$ cat src/rtl/init_seq_pkg.sv
package init_seq_pkg;

  typedef enum logic [1:0] {
    ST_HOLD = 2'd0,
    ST_LOAD = 2'd1,
    ST_ARM  = 2'd2,
    ST_DONE = 2'd3
  } seq_state_e;

  // Default value rule for one table address (truncated by the user).
  function automatic int unsigned def_value(input int unsigned addr);
    return addr * 37 + 5;
  endfunction

endpackage

$ cat src/rtl/init_rst_sync.sv
module init_rst_sync #(
  parameter int STAGES = 2
) (
  input  logic clk,
  input  logic arst_n,
  output logic sync_n
);

  logic [STAGES-1:0] sh_q;
  logic [STAGES-1:0] sh_d;

  always_comb begin
    sh_d = {sh_q[STAGES-2:0], 1'b1};
  end

  always_ff @(posedge clk or negedge arst_n) begin
    if (!arst_n) sh_q <= '0;
    else         sh_q <= sh_d;
  end

  assign sync_n = sh_q[STAGES-1];

endmodule

$ cat src/rtl/init_default_rom.sv
module init_default_rom #(
  parameter int N_DEF   = 16,
  parameter int N_CHAIN = 4,
  parameter int DW      = 8,
  parameter int AW      = 4
) (
  input  logic [AW-1:0] addr,
  output logic [DW-1:0] data,
  output logic          chain
);
  import init_seq_pkg::*;

  logic [DW-1:0] rom      [N_DEF];
  logic          rom_chn  [N_DEF];

  for (genvar i = 0; i < N_DEF; i++) begin : g_entry
    assign rom[i]     = DW'(def_value(i));
    assign rom_chn[i] = (i >= N_DEF - N_CHAIN);
  end

  always_comb begin
    data  = '0;
    chain = 1'b0;
    if (int'(addr) < N_DEF) begin
      data  = rom[addr];
      chain = rom_chn[addr];
    end
  end

endmodule

$ cat src/rtl/init_seq_ctrl.sv
module init_seq_ctrl #(
  parameter int HOLD_CYC = 20,
  parameter int BUSY_CYC = 300,
  parameter int N_DEF    = 16,
  parameter int AW       = 4,
  parameter int TW       = 9
) (
  input  logic          clk,
  input  logic          arst_n,
  input  logic          go,
  input  logic          vsync,
  output logic          rst_int_n,
  output logic          busy,
  output logic          wr_en,
  output logic [AW-1:0] wr_addr,
  output logic          chain_commit
);
  import init_seq_pkg::*;

  localparam logic [TW-1:0] T_HOLD = TW'(HOLD_CYC);
  localparam logic [TW-1:0] T_LEND = TW'(HOLD_CYC + N_DEF);
  localparam logic [TW-1:0] T_BUSY = TW'(BUSY_CYC);

  seq_state_e    st_q, st_d;
  logic [TW-1:0] tmr_q, tmr_d;
  logic          tmr_en;
  logic          rst_q, rst_d;

  // Next-state logic; every register clears on any source.
  always_comb begin
    tmr_en = go && (tmr_q != T_BUSY);
    tmr_d  = tmr_q;
    if (tmr_en) tmr_d = tmr_q + 1'b1;

    st_d = st_q;
    unique case (st_q)
      ST_HOLD: if (tmr_d >= T_HOLD) st_d = ST_LOAD;
      ST_LOAD: if (tmr_d >= T_LEND) st_d = ST_ARM;
      ST_ARM:  if (vsync)           st_d = ST_DONE;
      ST_DONE: st_d = ST_DONE;
      default: st_d = ST_HOLD;
    endcase

    rst_d = (tmr_d >= T_HOLD);
  end

  always_ff @(posedge clk or negedge arst_n) begin
    if (!arst_n) begin
      st_q  <= ST_HOLD;
      tmr_q <= '0;
      rst_q <= 1'b0;
    end else begin
      st_q  <= st_d;
      tmr_q <= tmr_d;
      rst_q <= rst_d;
    end
  end

  assign rst_int_n    = rst_q;
  assign busy         = (tmr_q != T_BUSY);
  assign wr_en        = (st_q == ST_LOAD);
  assign wr_addr      = AW'(tmr_q - T_HOLD);
  assign chain_commit = (st_q == ST_ARM) && vsync;

endmodule

$ cat src/rtl/init_sequencer.sv
module init_sequencer #(
  parameter int DW          = 8,
  parameter int N_DEF       = 16,
  parameter int N_CHAIN     = 4,
  parameter int HOLD_CYC    = 20,
  parameter int BUSY_CYC    = 300,
  parameter int SYNC_STAGES = 2,
  localparam int AW = (N_DEF > 1) ? $clog2(N_DEF) : 1,
  localparam int TW = $clog2(BUSY_CYC + 1)
) (
  input  logic          clk,
  input  logic          sup_a_ok,
  input  logic          sup_b_ok,
  input  logic          ext_rst_n,
  input  logic          vsync,
  output logic          rst_int_n,
  output logic          busy,
  output logic          wr_en,
  output logic [AW-1:0] wr_addr,
  output logic [DW-1:0] wr_data,
  output logic          wr_chain,
  output logic          chain_commit
);

  logic          arst_n;
  logic          src_sync_n;
  logic [DW-1:0] rom_data;
  logic          rom_chain;

  // Any low source asserts asynchronously; release passes the synchroniser.
  assign arst_n = sup_a_ok & sup_b_ok & ext_rst_n;

  init_rst_sync #(.STAGES(SYNC_STAGES)) u_sync (
    .clk    (clk),
    .arst_n (arst_n),
    .sync_n (src_sync_n)
  );

  init_seq_ctrl #(
    .HOLD_CYC (HOLD_CYC),
    .BUSY_CYC (BUSY_CYC),
    .N_DEF    (N_DEF),
    .AW       (AW),
    .TW       (TW)
  ) u_ctrl (
    .clk          (clk),
    .arst_n       (arst_n),
    .go           (src_sync_n),
    .vsync        (vsync),
    .rst_int_n    (rst_int_n),
    .busy         (busy),
    .wr_en        (wr_en),
    .wr_addr      (wr_addr),
    .chain_commit (chain_commit)
  );

  init_default_rom #(
    .N_DEF   (N_DEF),
    .N_CHAIN (N_CHAIN),
    .DW      (DW),
    .AW      (AW)
  ) u_rom (
    .addr  (wr_addr),
    .data  (rom_data),
    .chain (rom_chain)
  );

  assign wr_data  = wr_en ? rom_data : '0;
  assign wr_chain = wr_en & rom_chain;

endmodule

$ cat config.mk
export PLATFORM = sky130hd
export DESIGN_NAME = init_sequencer
export DESIGN_NICKNAME = d
export VERILOG_FILES = /design/src/rtl/init_seq_pkg.sv /design/src/rtl/init_rst_sync.sv /design/src/rtl/init_default_rom.sv /design/src/rtl/init_seq_ctrl.sv /design/src/rtl/init_sequencer.sv
export SDC_FILE = /design/constraint.sdc
export NUM_CORES = 1
export LEC_CHECK = 0
export ABC_CLOCK_PERIOD_IN_PS = 3100
export BUFFER_PORTS_ARGS = -buffer_cell sky130_fd_sc_hd__buf_4
export CORE_MARGIN = 2
export CORE_UTILIZATION = 50
export DETAILED_ROUTE_END_ITERATION = 10
export GPL_TIMING_DRIVEN = 0
export PLACE_DENSITY = 0.74
export SYNTH_ARGS = -nofsm -noshare
export SYNTH_HDL_FRONTEND = slang
export SYNTH_SLANG_ARGS = --single-unit
$ cat constraint.sdc
create_clock -name clk -period 3.1 [get_ports clk]
set_input_delay 0.775 -clock clk [delete_from_list [all_inputs] [get_ports clk]]
set_output_delay 0.775 -clock clk [all_outputs]
set_load 0.02 [all_outputs]
==> impl_metrics.toml, run 1 <==
[run_status]
status = "completed"

[cells_and_area]
syn_to_final_growth_pct = 22.5
most-common-layout-cells = "25 x buf_4, 14 x inv_1, 14 x nor2_1"
layout.nets = 159
n_antenna_cell = 0
drive_gt1_share_pct = 28.0
mostFrequentLayoutCell = "buf_4"

[route]
routedWlPerCell_um = 12.0
via_per_inst = 5.18
wl_um = 2030
ant_nets = 0
firstDrtPassIters = 3
drc = 0
drtIter0Drc = 12
via_count = 881

[global_routing]
grt_max_degree = 15
antenna_found_initial = 0
grt_pass1_vias = 807
grt_pass1_wl_um = 3450
grt_use_total_pct = 17.6
grt-ovfl-total = 0

[placement]
globalplace.congestion = 0.836
portBuffers = 21
hpwl_um = 1620

[clock_tree]
cts_made_buffers = 3
cts_max_level = 1
hold_buffers = 0
cts_tree = "yes"
cts.path.max_buffers = 2
cts_sinks = 14
path_clk_slew_ns = 0.09
clk_latency_ns = 0.28
root_buffer = "clkbuf_4"

[yosys]
netlist.area_leader.share_pct = 33.0
avgSynthCellArea_um2 = 9.00
ys_ff_latch = 14
synth_top_cell_by_area = "dfrtp_1"
synth-edff-count = 0
synth_nets = 133
synthCells = 118
synth_area_leaders = "dfrtp_1 33%, ha_1 12%, xnor2_1 5.8%, inv_1 4.9%, nor2_1 4.9%"
synthFlopType = "dfrtp_1"
ys_seq_area_share_pct = 33.0
netlist_area_um2 = 1060
synth-async-reset-ratio_pct = 100
ys_types = 36
yosysWarnings = 0

[sta]
period_needed_ns = 2.92
report.final.slew_viol_count = 0
fmax_ghz = 0.342
max_slew.worst_pin.slew_ns = 0.617
tns_ns = 0
timing.slew.headroom_pct = 58.5
setup_violations = 0
fin_crit_sh_pct = 94.3
hold_viol = 0
skew_ns = 0.00103
rsz0062_at_grt = "no"

[critical_path]
start_kind = "flip-flop"
path_max_fanout = 10
cp-end-kind = "primary output"
crit_required_ns = 2.32
critPathKind = "reg -> out"
cp.arrival_ns = 2.15

[floorplanning]
initial_utilization_pct = 53.6
fp.dieH_um = 50.1
core_um2 = 1980
die_w_um = 50.1
rows = 16
die-area_um2 = 2510
io_pins = 22

[hold_path]
hp-class = "reg -> reg"

[power]
p_leak_nw = 0.632
ir_drop_uv = 867
p_per_area_nw_per_um2 = 1100
power_mw = 1.43

[run]
drv_cap = 0
-- cells in the mapped netlist, types with 2 or more instances --
cell      count
dfrtp_1      14
a31oi_1       2
a21oi_1       4
nand2b_1      2
nor2_1       14
nor4_1        2
inv_1        14
clkbuf_1      3
mux2i_1       3
a211oi_1      3
buf_4         2
nand2_1       5
xnor2_1       7
o21ai_0       7
ha_1         10
nand4_1       3
nand3_1       4
-- critical path, cell delays in order, from the launching register on --
cell and delay, ns:
dfrtp_2 0.41, inv_1 0.15, ha_2 0.47, inv_1 0.13, o21ai_0 0.17, o21ai_0 0.10
o21ai_0 0.19, a31oi_1 0.06, buf_4 0.18
-- area by class of cell --
| cell class | count | area [um2] |
|---|---|---|
| fillers | 155 | 681 |
| clock buffers | 4 | 36.3 |
| inverters | 14 | 52.6 |
| flip-flops and latches | 14 | 352 |
| plain buffers | 4 | 23.8 |
| well taps | 27 | 33.8 |
| repair buffers | 23 | 173 |
| multi-input cells | 84 | 631 |
-- sequential cells by signal, summed over array words and instances (netlist names) --
name and flops:
u_ctrl.rst_int_n 1, u_ctrl.st_q 2, u_ctrl.tmr_q 9, u_sync.sh_q 2
-- power breakdown --
group / internal, mW / switching [mW] / total [mW]
clock network: 0.0714 / 0.0620 / 0.133
logic: 0.432 / 0.549 / 0.981
registers: 0.239 / 0.0743 / 0.313
total: 0.742 / 0.685 / 1.43
-- repair_timing --
action | CTS | global route
setup endpoints to repair | 6 | 1
setup buffers | 0 | 2
gates resized for setup | 2 | 0
gates cloned | 0 | 0
-- through the flow --
step / worst slack, ns / std cells / area (um2) / util, % / hold slack (ns)
floorplan: 0.0186 / 118 / 1060 / - / 0.331
detailed placement: -0.212 / 166 / 1250 / 63.3 / 0.336
finish: 0.176 / 170 / 1300 / 65.7 / 0.355
global route: 0.0475 / 170 / 1300 / 65.7 / 0.378
global placement: -0.118 / 166 / 1250 / 63.3 / 0.332
CTS: 0.0470 / 168 / 1290 / 64.9 / 0.357
-- routing by layer --
layer,vias up,part of all wire (%),track usage (%)
li1,451,-,-
met1,414,49,22.5
met4,0,0.49,2.78
met2,14,47,30.9
met5,-,0,0
met3,2,3.5,3.33
-- kinds of logic (layout without fill, tap and decap cells) --
family / after synthesis / in the layout / synth area share, %
mux: 5 / 5 / 5.30
simple gates: 37 / 37 / 18.0
other cells: 1 / 1 / 0.353
fa+ha+maj: 10 / 10 / 11.8
buf+inv: 20 / 45 / 7.89
flops: 14 / 14 / 33.0
compound gates: 23 / 23 / 17.1
xor+xnor: 8 / 8 / 6.60
-- final timing paths --
path	from	to	slack (ns)	cells past startpoint
worst max-delay path	u_ctrl.tmr_q[2]$_DFF_PN0_	wr_data[6]	0.18	8
worst min-delay path	u_sync.sh_q[0]$_DFF_PN0_	u_sync.sh_q[1]$_DFF_PN0_	0.36	0
worst max register to register	u_ctrl.tmr_q[2]$_DFF_PN0_	u_ctrl.st_q[0]$_DFFE_PN0P_	0.89	8
worst min register to register	u_sync.sh_q[0]$_DFF_PN0_	u_sync.sh_q[1]$_DFF_PN0_	0.36	0
max in group asynchronous	ext_rst_n	u_ctrl.tmr_q[2]$_DFF_PN0_	2.04	2
min in group asynchronous	sup_b_ok	u_ctrl.rst_int_n$_DFF_PN0_	0.62	2
Power figures use the tool's default switching activity.
==> run 2: changes to the inputs <==
--- a/config.mk
+++ b/config.mk
@@ -6,12 +6,11 @@
 export NUM_CORES = 1
 export LEC_CHECK = 0
 export ABC_CLOCK_PERIOD_IN_PS = 3100
-export BUFFER_PORTS_ARGS = -buffer_cell sky130_fd_sc_hd__buf_4
 export CORE_MARGIN = 2
 export CORE_UTILIZATION = 50
 export DETAILED_ROUTE_END_ITERATION = 10
+export DONT_BUFFER_PORTS = 1
 export GPL_TIMING_DRIVEN = 0
-export PLACE_DENSITY = 0.74
 export SYNTH_ARGS = -nofsm -noshare
 export SYNTH_HDL_FRONTEND = slang
 export SYNTH_SLANG_ARGS = --single-unit
==> run 2 against run 1 <==
  * Largest cell class unchanged
  * Sequential cell count unchanged
  * Hold slack better by 0.011 ns
  * Highest routed layer unchanged
  * Sequential share of layout area up 3.0 points
  * Register-to-register slack better by 0.05 ns
  * First-iteration DRC count down 42%
==> impl_metrics.toml, run 2 (synthesis gave the netlist of run 1 again) <==
[power]
p_leak_nw = 0.523
p_per_area_nw_per_um2 = 1150
ir_drop_uv = 797

[clock_tree]
cts_made_buffers = 3
clk_latency_ns = 0.28
cts.path.max_buffers = 2
hold_buffers = 0
path_clk_slew_ns = 0.09
cts_sinks = 14
cts_tree = "yes"
root_buffer = "clkbuf_4"
cts_max_level = 1

[global_routing]
antenna_found_initial = 0
grt_pass1_vias = 810
grt_max_degree = 15
grt_use_total_pct = 20.3
grt-ovfl-total = 0
grt_pass1_wl_um = 3810

[sta]
tns_ns = 0
timing.final.ws_setup_ns = 0.148
hold_viol = 0
max_slew.worst_pin.slew_ns = 0.675
setup_violations = 0
fmax_ghz = 0.339
timing.slew.headroom_pct = 54.7
report.final.slew_viol_count = 0
rsz0062_at_grt = "no"
fin_crit_sh_pct = 95.2
period_needed_ns = 2.95
timing.hold.ws_ns = 0.366
skew_ns = 0.00196

[cells_and_area]
top_register = "u_ctrl.tmr_q"
most-common-layout-cells = "14 x nor2_1, 12 x inv_1, 11 x dfrtp_1"
nFillCells = 172
syn_to_final_growth_pct = 11.2
reg.largest.list = "u_ctrl.tmr_q (9), u_ctrl.st_q (2), u_sync.sh_q (2)"
mostFrequentLayoutCell = "nor2_1"
drive_gt1_share_pct = 22.0
n_antenna_cell = 0
layout.nets = 139
largest_reg_flops = 9
stdcell_count = 150

[route]
routedWlPerCell_um = 14.4
drc = 0
wl_um = 2150
firstDrtPassIters = 5
via_count = 847
ant_nets = 0
via_per_inst = 5.65
drtIter0Drc = 7

[placement]
hpwl_um = 1610
globalplace.congestion = 0.911
dpl.cell_count = 145
portBuffers = 0
pre_cts_slack_ns = -0.361

[critical_path]
critPathMaxStageDelay_ns = 0.45
path_max_fanout = 10
crit_chain = "clkinvlp_4 -> ha_4 -> inv_2 -> o21ai_0 -> o21ai_0 -> o21ai_0 -> a31oi_2"
cp.arrival_ns = 2.18
start_kind = "flip-flop"
cp-end-kind = "primary output"
cp_num_buf_inv = 2
critPathKind = "reg -> out"
cp_slowest_cell = "dfrtp_2"
crit_required_ns = 2.32
critPathTopFamily = "compound AO/OA/AOI/OAI gates"
crit_top_cell = "o21ai_0"

[run_status]
status = "completed"

[floorplanning]
rows = 16
initial_utilization_pct = 53.6
die-area_um2 = 2510
fp.dieH_um = 50.1
die_w_um = 50.1
core_um2 = 1980
io_pins = 22

[run]
drv_cap = 0

[hold_path]
hp-class = "reg -> reg"
run 2: layout make-up:
| cell class | instances | area, um2 | share of cell area, % |
|---|---|---|---|
| multi-input cells | 84 | 654 | 55.4 |
| flip-flops and latches | 14 | 354 | 30.0 |
| inverters | 14 | 56.3 | 4.77 |
| clock buffers | 4 | 36.3 | 3.07 |
| well taps | 27 | 33.8 | 2.86 |
| plain buffers | 4 | 23.8 | 2.01 |
| repair buffers | 3 | 22.5 | 1.91 |
run 2: per-layer routing:
metal	wire length (um)	track usage (%)	part of all wire [%]
met2	970	30.5	45
met5	0	0	0
met3	133	6.97	6.2
met1	1000	26.3	47
met4	46	8.33	2.1
run 2: worst reg2reg max path, cell delays in order (launching register included):
cell and delay (ns):
dfrtp_2 0.44, buf_2 0.18, inv_1 0.18, ha_2 0.24
a41o_4 0.28, mux2_4 0.33, a21oi_1 0.21, o21a_1 0.15
a211oi_2 0.04
run 2: through the flow:
step / instance area [um2] / utilization [%] / power (mW)
finish: 1180 / 59.6 / 1.36
global route: 1180 / 59.6 / 1.50
CTS: 1150 / 58.2 / 1.32
detailed placement: 1100 / 55.3 / 1.13
global placement: 1100 / 55.3 / 1.10
floorplan: 1060 / - / 0.995
run 2: what timing repair did:
action	4_1_cts	5_1_grt
resized for setup	7	3
setup buffers	0	3
pin swaps	0	1
setup endpoints to repair	6	3
run 2: worst paths after layout:
path / slack [ns] / depth (start not counted) / startpoint / end
setup / recovery: 0.15 / 7 / u_ctrl.tmr_q[2]$_DFF_PN0_ / wr_data[6]
hold / removal: 0.37 / 0 / u_sync.sh_q[0]$_DFF_PN0_ / u_sync.sh_q[1]$_DFF_PN0_
setup reg to reg: 0.94 / 8 / u_ctrl.tmr_q[0]$_DFF_PN0_ / u_ctrl.st_q[0]$_DFFE_PN0P_
hold reg to reg: 0.37 / 0 / u_sync.sh_q[0]$_DFF_PN0_ / u_sync.sh_q[1]$_DFF_PN0_
max in group asynchronous: 2.13 / 1 / ext_rst_n / u_ctrl.tmr_q[1]$_DFF_PN0_
min in group asynchronous: 0.53 / 1 / sup_b_ok / u_ctrl.tmr_q[7]$_DFF_PN0_
run 2: where the power goes:
part / switching (mW) / leakage [nW] / total, mW / internal, mW
Clock: 0.0617 / 0.0210 / 0.133 / 0.0716
Combinational: 0.543 / 0.326 / 0.889 / 0.346
Sequential: 0.0931 / 0.176 / 0.335 / 0.242
Total: 0.698 / 0.523 / 1.36 / 0.659
